**src/rtl/hbw_pkg.sv**
```systemverilog
package hbw_pkg;

    // What a decoded slot does on read and on write
    typedef enum logic [2:0] {
        SK_BASE,       // window base register
        SK_MASK,       // window mask register
        SK_XLAT,       // translated-base register
        SK_CTRL,       // bridge control register
        SK_ZERO_IGN,   // reads zero, writes discarded
        SK_ZERO_WERR,  // reads zero, writes flag an error
        SK_BAD         // any access flags an error
    } slot_kind_e;

    localparam int unsigned DATA_W = 64;

    localparam logic [DATA_W-1:0] CTRL_RESET =
        (64'h1 << 20) | (64'h1 << 32) | (64'h2 << 36);

endpackage

```
**src/rtl/hbw_slot_decode.sv**
```systemverilog
module hbw_slot_decode
    import hbw_pkg::*;
#(
    parameter int unsigned AW     = 12,
    parameter int unsigned SHIFT  = 6,
    parameter int unsigned NWIN   = 4,
    localparam int unsigned SELW  = $clog2(NWIN)
) (
    input  logic [AW-1:0]   addr,
    output slot_kind_e      kind,
    output logic [SELW-1:0] sel
);

    localparam int unsigned IW       = AW - SHIFT;
    localparam int unsigned L_MASK   = NWIN;
    localparam int unsigned L_XLAT   = 2 * NWIN;
    localparam int unsigned L_CTRL   = 3 * NWIN;
    localparam int unsigned L_ESTAT  = L_CTRL + 3;
    localparam int unsigned L_EMASK  = L_CTRL + 4;
    localparam int unsigned L_INVALL = L_CTRL + 7;

    logic [IW-1:0] idx;
    int unsigned   iv;

    assign idx = addr[AW-1:SHIFT];

    always_comb begin
        iv   = 32'(idx);
        kind = SK_BAD;
        sel  = '0;
        if (iv < L_MASK) begin
            kind = SK_BASE;
            sel  = SELW'(iv);
        end else if (iv < L_XLAT) begin
            kind = SK_MASK;
            sel  = SELW'(iv - L_MASK);
        end else if (iv < L_CTRL) begin
            kind = SK_XLAT;
            sel  = SELW'(iv - L_XLAT);
        end else if (iv == L_CTRL) begin
            kind = SK_CTRL;
        end else if (iv == L_ESTAT || iv == L_INVALL) begin
            kind = SK_ZERO_IGN;
        end else if (iv == L_EMASK) begin
            kind = SK_ZERO_WERR;
        end
    end

endmodule

```
**src/rtl/hbw_regs.sv**
```systemverilog
module hbw_regs
    import hbw_pkg::*;
#(
    parameter int unsigned NWIN  = 4,
    parameter int unsigned DW    = DATA_W,
    localparam int unsigned SELW = $clog2(NWIN)
) (
    input  logic             clk,
    input  logic             rst_n,
    input  logic             we,
    input  slot_kind_e       kind,
    input  logic [SELW-1:0]  sel,
    input  logic [DW-1:0]    wdata,
    output logic [DW-1:0]    rd,
    output logic [NWIN*DW-1:0] base_o,
    output logic [NWIN*DW-1:0] mask_o,
    output logic [NWIN*DW-1:0] xlat_o,
    output logic [DW-1:0]    ctrl_o
);

    typedef struct packed {
        logic [NWIN-1:0][DW-1:0] base;
        logic [NWIN-1:0][DW-1:0] mask;
        logic [NWIN-1:0][DW-1:0] xlat;
        logic [DW-1:0]           ctrl;
    } bank_t;

    localparam bank_t BANK_RESET = '{
        base: '0, mask: '0, xlat: '0, ctrl: DW'(CTRL_RESET)
    };

    bank_t bank_d, bank_q;

    always_comb begin
        bank_d = bank_q;
        if (we) begin
            case (kind)
                SK_BASE: bank_d.base[sel] = wdata;
                SK_MASK: bank_d.mask[sel] = wdata;
                SK_XLAT: bank_d.xlat[sel] = wdata;
                SK_CTRL: bank_d.ctrl      = wdata;
                default: ;
            endcase
        end
    end

    always_ff @(posedge clk or negedge rst_n) begin
        if (!rst_n) bank_q <= BANK_RESET;
        else        bank_q <= bank_d;
    end

    always_comb begin
        case (kind)
            SK_BASE: rd = bank_q.base[sel];
            SK_MASK: rd = bank_q.mask[sel];
            SK_XLAT: rd = bank_q.xlat[sel];
            SK_CTRL: rd = bank_q.ctrl;
            default: rd = '0;
        endcase
    end

    assign base_o = bank_q.base;
    assign mask_o = bank_q.mask;
    assign xlat_o = bank_q.xlat;
    assign ctrl_o = bank_q.ctrl;

endmodule

```
**src/rtl/hbw_regbank.sv**
```systemverilog
module hbw_regbank
    import hbw_pkg::*;
#(
    parameter int unsigned AW    = 12,
    parameter int unsigned SHIFT = 6,
    parameter int unsigned NWIN  = 4,
    parameter int unsigned DW    = DATA_W
) (
    input  logic               clk,
    input  logic               rst_n,
    input  logic               req_valid,
    input  logic               req_write,
    input  logic [AW-1:0]      req_addr,
    input  logic [DW-1:0]      req_wdata,
    output logic               rsp_valid,
    output logic               rsp_err,
    output logic [DW-1:0]      rsp_rdata,
    output logic [NWIN*DW-1:0] win_base_o,
    output logic [NWIN*DW-1:0] win_mask_o,
    output logic [NWIN*DW-1:0] win_xlat_o,
    output logic [DW-1:0]      ctrl_o
);

    localparam int unsigned SELW = $clog2(NWIN);

    typedef struct packed {
        logic          valid;
        logic          err;
        logic [DW-1:0] rdata;
    } rsp_t;

    slot_kind_e      kind;
    logic [SELW-1:0] sel;
    logic [DW-1:0]   rd;
    logic            bad;
    rsp_t            rsp_d, rsp_q;

    hbw_slot_decode #(
        .AW(AW), .SHIFT(SHIFT), .NWIN(NWIN)
    ) dec_i (
        .addr (req_addr),
        .kind (kind),
        .sel  (sel)
    );

    hbw_regs #(
        .NWIN(NWIN), .DW(DW)
    ) regs_i (
        .clk    (clk),
        .rst_n  (rst_n),
        .we     (req_valid && req_write),
        .kind   (kind),
        .sel    (sel),
        .wdata  (req_wdata),
        .rd     (rd),
        .base_o (win_base_o),
        .mask_o (win_mask_o),
        .xlat_o (win_xlat_o),
        .ctrl_o (ctrl_o)
    );

    always_comb begin
        bad         = (kind == SK_BAD) || (kind == SK_ZERO_WERR && req_write);
        rsp_d.valid = req_valid;
        rsp_d.err   = req_valid && bad;
        rsp_d.rdata = (req_valid && !req_write && !bad) ? rd : '0;
    end

    always_ff @(posedge clk or negedge rst_n) begin
        if (!rst_n) rsp_q <= '0;
        else        rsp_q <= rsp_d;
    end

    assign rsp_valid = rsp_q.valid;
    assign rsp_err   = rsp_q.err;
    assign rsp_rdata = rsp_q.rdata;

endmodule

```
**config.mk**
```make
export PLATFORM = sky130hd
export DESIGN_NAME = hbw_regbank
export DESIGN_NICKNAME = d
export VERILOG_FILES = /design/src/rtl/hbw_pkg.sv /design/src/rtl/hbw_slot_decode.sv /design/src/rtl/hbw_regs.sv /design/src/rtl/hbw_regbank.sv
export SDC_FILE = /design/constraint.sdc
export NUM_CORES = 1
export LEC_CHECK = 0
export BUFFER_PORTS_ARGS = -buffer_cell sky130_fd_sc_hd__buf_2
export CORE_AREA = 2 2 382 384
export DETAILED_ROUTE_END_ITERATION = 10
export DIE_AREA = 0 0 384 386
export GPL_TIMING_DRIVEN = 0
export PLACE_DENSITY_LB_ADDON = 0.08
export SYNTH_ARGS = -nofsm -noshare
export SYNTH_HDL_FRONTEND = slang
export SYNTH_HIERARCHICAL = 1
export SYNTH_SLANG_ARGS = --single-unit
```
**constraint.sdc**
```tcl
create_clock -name clk -period 1.7 [get_ports clk]
set_input_delay 0 -clock clk [delete_from_list [all_inputs] [get_ports clk]]
set_output_delay 0 -clock clk [all_outputs]
set_load 0.02 [all_outputs]
```
* Word-level counts from Yosys, hierarchy flattened
Cells that the tools add are included.
W data, S select, Z words.
** Storage, ports and cells
- Bits of input ports :: 80
- Logic and storage cells :: 69
- Bits in registers :: 898
- Output and inout bits :: 898
** Operators by class
- Equal/unequal tests :: 9
- Reduce and logical (&&, ||, !) cells :: 15
- Add/subtract/negate cells :: 2
- Multiplexer cells :: 22
- Order comparisons :: 5
** Operator list (number)
- $bwmux W256 :: 3
- $bmux W64 S2 :: 3
- $mux W64 :: 5
- $pmux W64 S4 :: 1
- $demux W64 S2 :: 1
- $mux W3 :: 5
- $eq A6 B4 Y1 const B :: 2
- $eq A6 B5 Y1 const B :: 2
- $lt A6 B4 Y1 const B :: 2
- $mux W2 :: 4
- $reduce_and A2 Y1 :: 4
- $eq A3 B2 Y1 const B :: 2
- $eq A3 B3 Y1 const B :: 2
- $logic_and A1 B1 Y1 :: 6
- $lt A6 B3 Y1 const B :: 1
- $sub A2 B1 Y2 const B :: 2
- $eq A3 B1 Y1 const B :: 1
- $logic_not A3 Y1 :: 1
- $lt A2 B3 Y1 const B :: 1
- $ge A2 B1 Y1 const B :: 1
- $logic_not A1 Y1 :: 2
- $logic_or A1 B1 Y1 :: 2

* Depth between registers and ports, before layout
Gate-level depths: netlist of run 1.
- Depth in word-level cells :: 13
- Gate-level depth with buffers :: 10
- Mapped depth without buffers :: 7

* Cells and area by module
Netlist of run 1, hierarchy kept.
** By module, submodules not included
- hbw_regs :: instances 1, sequential area each 20823.7 um^2, cells each 2633, area an instance 37633.6 um^2
- hbw_regbank :: instances 1, sequential area each 1651.6 um^2, cells each 151, area an instance 2590.0 um^2
- hbw_slot_decode :: instances 1, sequential area each 0.0 um^2, cells each 16, area an instance 91.3 um^2

* Least setup slack after synthesis of run 1
OpenSTA, ideal clock, no wires.
- Path type :: input port to flip-flop
- Start :: input req_addr[9]
- End :: register rsp_q (netlist bit rsp_rdata[10])
- Setup time :: 0.128 ns
- Data arrival time :: 1.972 ns
- Data required time :: 1.572 ns
- Stages :: 8
- Path buffers :: 2
- Path slack :: -0.400 ns
- Cells stage by stage :: nand2_1 o21ai_0 and3b_1 buf_6 buf_6 o2bb2ai_1 or4_1 nor3b_2
** RTL lines
- start: declaration :: RTL line hbw_regbank.sv:13 : input logic [AW-1:0] req_addr,
- end signal: assignment :: RTL line hbw_regbank.sv:71 : else rsp_q <= rsp_d;
- end: declaration :: RTL line hbw_regbank.sv:36 : rsp_t rsp_d, rsp_q;

==> results.py, run 1 <==
metrics = {
    "status": {
        "status": "complete, but fails checks",
        "violations": "negative hold slack, negative setup slack",
    },
    "floorplanning": {
        "coreArea_um2": 145000,
        "die_area_um2": 148000,
        "start_util_pct": 27.9,
        "die-height_um": 386,
        "pin_count": 978,
        "rows": 140,
        "die_w_um": 384,
    },
    "finish": {
        "regArea_um2": 22500,
        "nets": 4051,
        "multi_input_area_um2": 17300,
        "fillers": 14300,
        "final_cell_mix": "buf_2 (1,010), dfrtp_1 (895), mux2_2 (652)",
        "area_growth_pct": 33.9,
        "layout_commonest_cell": "buf_2",
        "layout-drive-gt1-share_pct": 56.3,
        "final_cells": 5977,
    },
    "setup_path": {
        "cp_slowest_stage_delay_ns": 0.60,
        "r2r-end": "rsp_rdata[11]",
        "r2r-start": "regs_i/xlat_o[139]",
        "cp_num_cells": 9,
        "cp-start-kind": "input port",
        "crit_buf_inv": 3,
        "cp-startpoint": "req_addr[9]",
        "crit_arrival_ns": 2.34,
        "crit_path_top_delay_cell": "or4_1",
        "endpoint": "rsp_rdata[11]",
        "ff2ff_setup_slack_ns": 0.08,
        "worstRegToRegCells": 4,
        "cp-end-kind": "flop",
        "required_ns": 2.30,
        "path_cells": "buf_2 > nand2_1 > o21ai_2 > and3b_2 > buf_6 > buf_6 > o2bb2ai_1 > or4_1 > nor3b_2",
        "cp_common_cell": "buf_6",
        "crit_path_max_fanout": 12,
        "cp_top_family": "simple AND/OR/NAND/NOR gates",
        "worst-setup-path-type": "input port to flop",
    },
    "clock_network": {
        "cts_buffer_depth": 3,
        "clk_latency_ns": 0.73,
        "cts_max_level": 3,
        "cts_hold_buffers": 68,
        "clock-sinks": 898,
        "clockRootBuffer": "clkbuf_16",
        "cts_tree": "yes",
        "path_clk_slew_ns": 0.06,
        "numCtsBuffers": 110,
    },
    "timing": {
        "rsz0062_at_grt": "yes",
        "worst_pin_slew_ns": 0.734,
        "timing.fmax_mhz": 576,
        "min_period_ns": 1.73,
        "whs_ns": -0.724,
        "fin_skew_ns": 0.0380,
        "period_share_pct": 102,
        "maxSlewViolCount": 0,
        "setup_slack_ns": -0.0347,
        "hold_violations": 455,
        "report.final.setup_viol": 13,
        "slew_headroom_pct": 51.1,
    },
    "synthesis": {
        "yosys-top-cells-area": "dfrtp_1 (56%), mux2_2 (23%), mux2i_1 (9.5%), o22ai_1 (2.0%), nor3b_2 (1.9%)",
        "async_reset_ff_share_pct": 100,
        "syn_area_per_cell_um2": 14.4,
        "ys_warn_count": 6,
        "yosysUniqueCellTypes": 36,
        "yosysSeqAreaShare_pct": 55.7,
        "ys_ff_latch": 898,
        "synth_largest_area_cell": "dfrtp_1",
        "synthCells": 2800,
        "synth-main-ff-cell": "dfrtp_1",
        "synth_nets": 2880,
        "netlist.area_leader.share_pct": 55.6,
        "synth-edff-count": 0,
        "syn_area_um2": 40300,
    },
    "detailed_routing": {
        "drt-initial-drc-count": 1611,
        "drcViolationCount": 0,
        "firstDrtPassIters": 5,
        "vias_per_cell": 4.96,
        "drt-wirelength-per-cell_um": 34.1,
        "wl_um": 204000,
        "via_count": 29700,
        "ant_nets": 0,
    },
    "pwr": {
        "p_seq_share_pct": 42.5,
        "p_leak_nw": 27.3,
        "p_sw_share_pct": 29.2,
        "vdd_drop_max_v": 0.000796,
        "p_comb_share_pct": 14.3,
        "clock_power_share_pct": 43.2,
        "power.internal_mw": 39.5,
        "power_density_nw_per_um2": 1030,
        "power_switching_mw": 16.3,
        "power.total_mw": 55.8,
    },
    "global_route": {
        "grt_remaining_overflow": 0,
        "grt_pass1_wl_um": 273000,
        "grt_pass1_vias": 30700,
        "antenna_found_initial": 10,
        "grt_max_degree": 113,
        "grt_usage_pct": 26.7,
    },
    "place": {
        "place.gp.congestion": 0.819,
        "hpwl_um": 146000,
        "dp.cells": 5697,
        "portBuffers": 971,
    },
    "run": {
        "maxCapViolations": 0,
    },
    "min_path": {
        "hold_class": "input port to asynchronous set/reset pin",
    },
}
[layout make-up]
type,instances,area share (%)
Antenna cell,5,0.0232
Multi-Input combinational cell,1650,32.1
Sequential cell,898,41.7
Buffer,253,4.07
Timing Repair Buffer,1058,10.9
Clock inverter,32,0.781
Clock buffer,164,6.00
Tap cell,1917,4.44
[power by group through the flow]
stage | clock, mW | combinational (mW) | sequential [mW]
after floorplan | 0 | 2.49 | 25.4
final | 24.1 | 7.98 | 23.7
after global placement | 0 | 7.74 | 24.1
after detailed placement | 0 | 7.82 | 24.1
after CTS | 24.7 | 8.02 | 23.7
after global routing | 25.5 | 8.43 | 23.9
[synthesized netlist by cell type (3+ instances only)]
cell / number
or4_1: 65
buf_6: 35
o21ai_0: 3
dfrtp_1: 895
nand2_2: 6
nor2_1: 68
buf_4: 13
nor3b_1: 4
dfstp_2: 3
nor3b_2: 60
nand2_1: 6
or4b_1: 3
mux2_2: 832
o22ai_1: 128
and3_1: 4
clkbuf_1: 73
o2bb2ai_1: 64
buf_2: 129
mux2i_1: 384
[kinds of logic (layout without fill, tap and decap cells)]
kind of cell,after synthesis,in the layout,share of synthesized area [%]
and+or+nand+nor,234,234,4.47
DFF,898,898,55.7
xor gates and xnor gates,1,1,0.0217
other,0,5,0
muxes,1216,1216,32.8
buffers and inverters,253,1507,3.53
AOI/OAI and AO/OA,198,199,3.46
[per-layer routing]
| metal | vias up | part of all wire (%) | track usage, % |
|---|---|---|---|
| met5 | - | 0.0064 | 0 |
| met4 | 2 | 3.1 | 7.92 |
| met3 | 251 | 6.7 | 7.53 |
| met2 | 935 | 47 | 43.6 |
| met1 | 15800 | 43 | 34.1 |
| li1 | 12600 | - | - |
[worst reg2reg max path: stages (launching register included)]
cell and delay, ns:
dfrtp_1 0.40, mux2i_1 0.16, o22ai_1 0.12, or4_1 0.59, nor3b_2 0.20
[sequential cells by signal, indices dropped and copies added, names as in the netlist]
signal and cells:
regs_i/base_o 256, rsp_err 1, regs_i/ctrl_o 64, regs_i/xlat_o 256, regs_i/mask_o 256, rsp_valid 1, rsp_rdata 64
[worst min path at each step]
stage / startpoint / endpoint / depth (start not counted)
2_1_floorplan: rst_n / regs_i/base_o[0] / 0
3_3_place_gp: req_valid / rsp_valid / 1
3_5_place_dp: rst_n / regs_i/mask_o[227] / 1
4_1_cts: rst_n / regs_i/mask_o[230] / 1
5_1_grt: rst_n / regs_i/mask_o[99] / 1
6_report: rst_n / regs_i/mask_o[227] / 1
[per-stage QoR]
step	setup TNS, ns	setup slack, ns	instance area, µm²	utilization [%]
3_5_place_dp	-813.65	-1.50	49000	33.9
4_1_cts	-0.100	-0.0647	53600	37.1
6_report	-0.180	-0.0347	54000	37.3
3_3_place_gp	-	-21.12	48700	33.7
5_1_grt	-0.622	-0.0727	54000	37.3
2_1_floorplan	-14.90	-0.116	41500	-
[what timing repair did]
item                                     CTS  global route
cloned                                     0             2
endpoints found under the hold margin   1173           411
gates resized for setup                   76            56
endpoints found under the setup margin   425           373
buffers inserted                           2             7
pin swaps                                  1             2
(Power assumes the default switching activity.)
==> inputs of run 2 (changes only) <==
--- a/config.mk
+++ b/config.mk
@@ -11,6 +11,7 @@
 export DIE_AREA = 0 0 384 386
 export GPL_TIMING_DRIVEN = 0
 export PLACE_DENSITY_LB_ADDON = 0.08
+export SKIP_CTS_REPAIR_TIMING = 1
 export SYNTH_ARGS = -nofsm -noshare
 export SYNTH_HDL_FRONTEND = slang
 export SYNTH_HIERARCHICAL = 1
==> run 2 against run 1 <==
  * Final area shrank 0.16%
  * Largest cell class unchanged
  * Maximum frequency shrank 3.1%
  * Largest power group unchanged
  * Global-route usage shrank 0.11 points
  * The flow still finishes with violations (negative hold slack, negative setup slack)
  * Via count shrank 0.39%
==> results.py, run 2 (synthesis results as in run 1) <==
metrics = {
    "timing": {
        "period_share_pct": 105,
        "hold_violations": 455,
        "maxSlewViolCount": 0,
        "timing.fmax_mhz": 558,
        "worst_pin_slew_ns": 0.715,
        "finalSetupTns_ns": -1.75,
        "rsz0062_at_grt": "yes",
        "min_period_ns": 1.79,
        "fin_skew_ns": 0.0429,
        "setup_slack_ns": -0.0910,
        "slew_headroom_pct": 52.4,
        "whs_ns": -0.735,
        "report.final.setup_viol": 90,
    },
    "floorplanning": {
        "die_area_um2": 148000,
        "die-height_um": 386,
        "die_w_um": 384,
        "start_util_pct": 27.9,
        "coreArea_um2": 145000,
        "pin_count": 978,
        "rows": 140,
    },
    "finish": {
        "regArea_um2": 22500,
        "fillers": 14300,
        "nets": 4046,
        "layout_commonest_cell": "buf_2",
        "multi_input_area_um2": 17300,
        "final_cell_mix": "buf_2 (1,007), dfrtp_1 (895), mux2_2 (652)",
        "layout-drive-gt1-share_pct": 56.2,
        "area_growth_pct": 33.6,
        "finish.utilization_pct": 37.3,
    },
    "global_route": {
        "grt_usage_pct": 26.6,
        "grt_max_degree": 113,
        "grt_pass1_wl_um": 271000,
        "grt_remaining_overflow": 0,
        "antenna_found_initial": 9,
        "grt_pass1_vias": 30400,
    },
    "detailed_routing": {
        "drcViolationCount": 0,
        "firstDrtPassIters": 4,
        "ant_nets": 0,
        "via_count": 29600,
        "drt-wirelength-per-cell_um": 34.1,
        "vias_per_cell": 4.95,
        "drt-initial-drc-count": 1518,
        "wl_um": 204000,
    },
    "run": {
        "maxCapViolations": 0,
    },
    "place": {
        "place_ws_ns": -1.50,
        "place.gp.congestion": 0.819,
        "portBuffers": 971,
        "hpwl_um": 146000,
    },
    "clock_network": {
        "path_clk_slew_ns": 0.06,
        "clock-sinks": 898,
        "clk_latency_ns": 0.74,
        "cts_buffer_depth": 3,
        "numCtsBuffers": 110,
        "cts_max_level": 3,
        "clockRootBuffer": "clkbuf_16",
        "cts_tree": "yes",
    },
    "pwr": {
        "vdd_drop_max_v": 0.000805,
        "p_leak_nw": 27.2,
        "power_density_nw_per_um2": 1040,
        "power.total_mw": 55.8,
    },
    "status": {
        "violations": "negative hold slack, negative setup slack",
        "status": "complete, but fails checks",
    },
    "min_path": {
        "hold_class": "input port to asynchronous set/reset pin",
    },
    "setup_path": {
        "crit_path_max_fanout": 10,
        "cp_slowest_stage_delay_ns": 0.58,
        "crit_arrival_ns": 2.40,
        "cp-start-kind": "input port",
        "crit_path_top_delay_cell": "or4_1",
        "cp-end-kind": "flop",
        "crit_buf_inv": 4,
        "worst-setup-path-type": "input port to flop",
        "path_cells": "buf_2 > xor2_1 > nor3_2 > buf_4 > o21bai_4 > nand4bb_1 > buf_8 > buf_6 > o22ai_1 > or4_1 > nor3b_2",
        "required_ns": 2.31,
        "cp_top_family": "simple AND/OR/NAND/NOR gates",
    },
}
run 2: cell types whose count changed in the layout (fill, tap and decap cells not counted), sizes merged:
cell	previous run	this run
buf	1159	1139
clkbuf	248	262
o21bai	1	2
run 2: area by class of cell:
cell class | instances | area share [%]
diodes | 5 | 0.0232
plain buffers | 253 | 4.02
clock buffers | 164 | 6.01
clock inverters | 32 | 0.783
multi-input cells | 1651 | 32.2
flip-flops and latches | 898 | 41.7
well taps | 1917 | 4.45
repair buffers | 1052 | 10.8
run 2: power by group:
| part | switching, mW | leakage, nW | internal (mW) |
|---|---|---|---|
| clock network | 10.1 | 1.79 | 14.0 |
| registers | 1.08 | 12.3 | 22.7 |
| logic | 5.16 | 13.1 | 2.80 |
| total | 16.3 | 27.2 | 39.5 |
run 2: worst register-to-register path, cell delays in order (launching register included):
cell,delay (ns)
dfrtp_1,0.43
mux2i_4,0.25
o22ai_1,0.12
or4_4,0.53
nor3b_2,0.18
run 2: layer usage:
layer  vias up  GRT usage (%)  wire (µm)
met4         6           8.14       6710
li1      12600              -          -
met2       944           43.3      96000
met1     15700           34.0      86900
met3       263           7.58      14000
met5         -              0         42
run 2: per-stage QoR:
step           instances  cell area [µm²]
6_report            5972            53900
4_1_cts             5893            52600
2_1_floorplan       2800            41500
5_1_grt             5968            53900
3_5_place_dp        5697            49000
3_3_place_gp        5688            48700
run 2: final timing paths:
path                       slack, ns  cells after the start                  to          startpoint
setup / recovery               -0.09                     11       rsp_rdata[32]         req_addr[7]
hold reg to reg                 0.52                      1  regs_i/mask_o[184]  regs_i/mask_o[184]
max in group asynchronous       0.34                      4   regs_i/base_o[11]               rst_n
hold / removal                 -0.73                      1  regs_i/mask_o[230]               rst_n
setup reg to reg                0.06                      4       rsp_rdata[35]   regs_i/mask_o[35]
min in group clk                0.07                      3  regs_i/base_o[238]       req_wdata[46]
==> inputs of run 3 (changes only) <==
--- a/config.mk
+++ b/config.mk
@@ -11,6 +11,7 @@
 export DIE_AREA = 0 0 384 386
 export GPL_TIMING_DRIVEN = 0
 export PLACE_DENSITY_LB_ADDON = 0.08
+export RECOVER_POWER = 25
 export SKIP_CTS_REPAIR_TIMING = 1
 export SYNTH_ARGS = -nofsm -noshare
 export SYNTH_HDL_FRONTEND = slang
==> run 3 against run 2 <==
  * Combinational power hardly changed
  * Die area stayed put
  * Sequential cell count stayed put
  * Clock skew is 0.0037 ns lower
  * The flow still finishes with violations (negative hold slack, negative setup slack)
  * Sequential share of layout area is 0.075 points higher
  * Largest power group unchanged
  * Largest cell class unchanged
  * Global-route usage stayed put
  * Cell count stayed put
  * Clock-buffer cell count stayed put
  * Non-clock buffer count stayed put
  * Critical endpoint unchanged
  * Hold slack worse by 0.0051 ns
  * Sequential power hardly changed
  * Final area is 0.18% lower
==> results.py, run 3 (synthesis results as in run 1) <==
metrics = {
    "pwr": {
        "p_leak_nw": 27.2,
        "power.internal_mw": 39.5,
        "p_sw_share_pct": 29.2,
        "power.total_mw": 55.7,
        "power_switching_mw": 16.3,
        "clock_power_share_pct": 43.2,
        "power_density_nw_per_um2": 1040,
        "vdd_drop_max_v": 0.000799,
        "p_comb_share_pct": 14.2,
        "p_seq_share_pct": 42.6,
    },
    "setup_path": {
        "cp-start-kind": "input port",
        "crit_path_top_delay_cell": "or4_1",
        "crit_path_max_fanout": 10,
        "path_cells": "buf_2 > xor2_1 > nor3_2 > buf_4 > o21bai_4 > nand4bb_1 > buf_8 > buf_6 > o22ai_1 > or4_1 > nor3b_2",
        "crit_arrival_ns": 2.40,
        "crit_buf_inv": 4,
        "cp_slowest_stage_delay_ns": 0.58,
        "required_ns": 2.31,
        "cp-end-kind": "flop",
        "cp_top_family": "simple AND/OR/NAND/NOR gates",
        "worst-setup-path-type": "input port to flop",
    },
    "detailed_routing": {
        "drt-initial-drc-count": 1513,
        "via_count": 29700,
        "drt-wirelength-per-cell_um": 34.1,
        "firstDrtPassIters": 4,
        "wl_um": 204000,
        "vias_per_cell": 4.97,
        "drcViolationCount": 0,
        "ant_nets": 0,
    },
    "global_route": {
        "antenna_found_initial": 9,
        "grt_pass1_wl_um": 271000,
        "grt_remaining_overflow": 0,
        "grt_usage_pct": 26.6,
        "grt_pass1_vias": 30400,
        "grt_max_degree": 113,
    },
    "clock_network": {
        "cts_buffer_depth": 3,
        "cts_max_level": 3,
        "clock-sinks": 898,
        "path_clk_slew_ns": 0.06,
        "clockRootBuffer": "clkbuf_16",
        "clk_latency_ns": 0.73,
        "cts_tree": "yes",
        "numCtsBuffers": 110,
    },
    "timing": {
        "maxSlewViolCount": 0,
        "setup_slack_ns": -0.0934,
        "period_share_pct": 105,
        "hold_violations": 267,
        "fin_skew_ns": 0.0392,
        "whs_ns": -0.740,
        "report.final.setup_viol": 68,
        "rsz0062_at_grt": "yes",
        "slew_headroom_pct": 1.66,
        "min_period_ns": 1.79,
        "worst_pin_slew_ns": 1.48,
        "timing.fmax_mhz": 558,
    },
    "place": {
        "portBuffers": 971,
        "place_ws_ns": -1.50,
        "hpwl_um": 146000,
        "dp.cells": 5697,
        "place.gp.congestion": 0.819,
    },
    "floorplanning": {
        "die-height_um": 386,
        "pin_count": 978,
        "start_util_pct": 27.9,
        "coreArea_um2": 145000,
        "die_w_um": 384,
        "rows": 140,
        "die_area_um2": 148000,
    },
    "status": {
        "violations": "negative hold slack, negative setup slack",
        "status": "complete, but fails checks",
    },
    "min_path": {
        "hold_class": "input port to asynchronous set/reset pin",
    },
    "finish": {
        "final_cells": 5972,
        "layout-drive-gt1-share_pct": 56.2,
        "nets": 4046,
        "fillers": 14300,
        "final_cell_mix": "buf_2 (1,007), dfrtp_1 (895), mux2_2 (652)",
        "layout_commonest_cell": "buf_2",
        "area_growth_pct": 33.4,
        "finish.utilization_pct": 37.2,
    },
    "run": {
        "maxCapViolations": 0,
    },
}
run 3: cell count changes in the layout (fill, tap and decap cells not counted):
cell      previous run  this run
clkbuf_4            30        33
buf_6               47        48
buf_16              10         5
buf_4               29        30
run 3: worst paths after layout:
check | from | endpoint | slack, ns | cells after the start
max in group asynchronous | rst_n | regs_i/xlat_o[200] | 0.30 | 3
hold / removal | rst_n | regs_i/mask_o[227] | -0.74 | 1
hold reg to reg | regs_i/mask_o[184] | regs_i/mask_o[184] | 0.52 | 1
min in group clk | req_wdata[46] | regs_i/base_o[238] | 0.07 | 3
setup reg to reg | regs_i/mask_o[35] | rsp_rdata[35] | 0.06 | 4
setup / recovery | req_addr[7] | rsp_rdata[32] | -0.09 | 11
run 3: power groups by stage:
stage,clock network (mW),registers (mW),logic [mW]
after global placement,0,24.1,7.74
after floorplan,0,25.4,2.49
after CTS,24.7,23.7,7.84
final,24.1,23.7,7.93
after global routing,25.5,23.9,8.39
after detailed placement,0,24.1,7.82
run 3: worst register-to-register path, delay by kind of cell (launching register included):
family	cells	cell delay [ns]
AO/OA/AOI/OAI	1	0.13
flip-flops	1	0.43
multiplexers	1	0.25
AND/OR/NAND/NOR	2	0.71
run 3: per-stage QoR:
stage,hold WS [ns],TNS [ns],area (µm²)
2_1_floorplan,-0.296,-14.90,41500
3_3_place_gp,0.225,-,48700
3_5_place_dp,0.0432,-813.65,49000
4_1_cts,-0.776,-113.02,52600
5_1_grt,-0.746,-7.39,53800
6_report,-0.740,-1.74,53800
run 3: layout make-up:
class                      count  area, µm²  share of cell area [%]
antenna                        5       12.5                  0.0233
buffer                       253       2170                    4.03
clock buffer                 164       3240                    6.02
tap                         1917       2400                    4.46
timing repair buffer        1052       5730                    10.7
sequential                   898      22500                    41.8
clock inverter                32        422                   0.784
multi-input combinational   1651      17300                    32.2
run 3: routing by layer:
layer | GRT usage, % | share of wire, % | vias up
met2 | 43.3 | 47 | 967
li1 | - | - | 12600
met5 | 0 | 0.021 | -
met1 | 34.0 | 42 | 15800
met4 | 8.14 | 3.3 | 6
met3 | 7.58 | 7.1 | 265
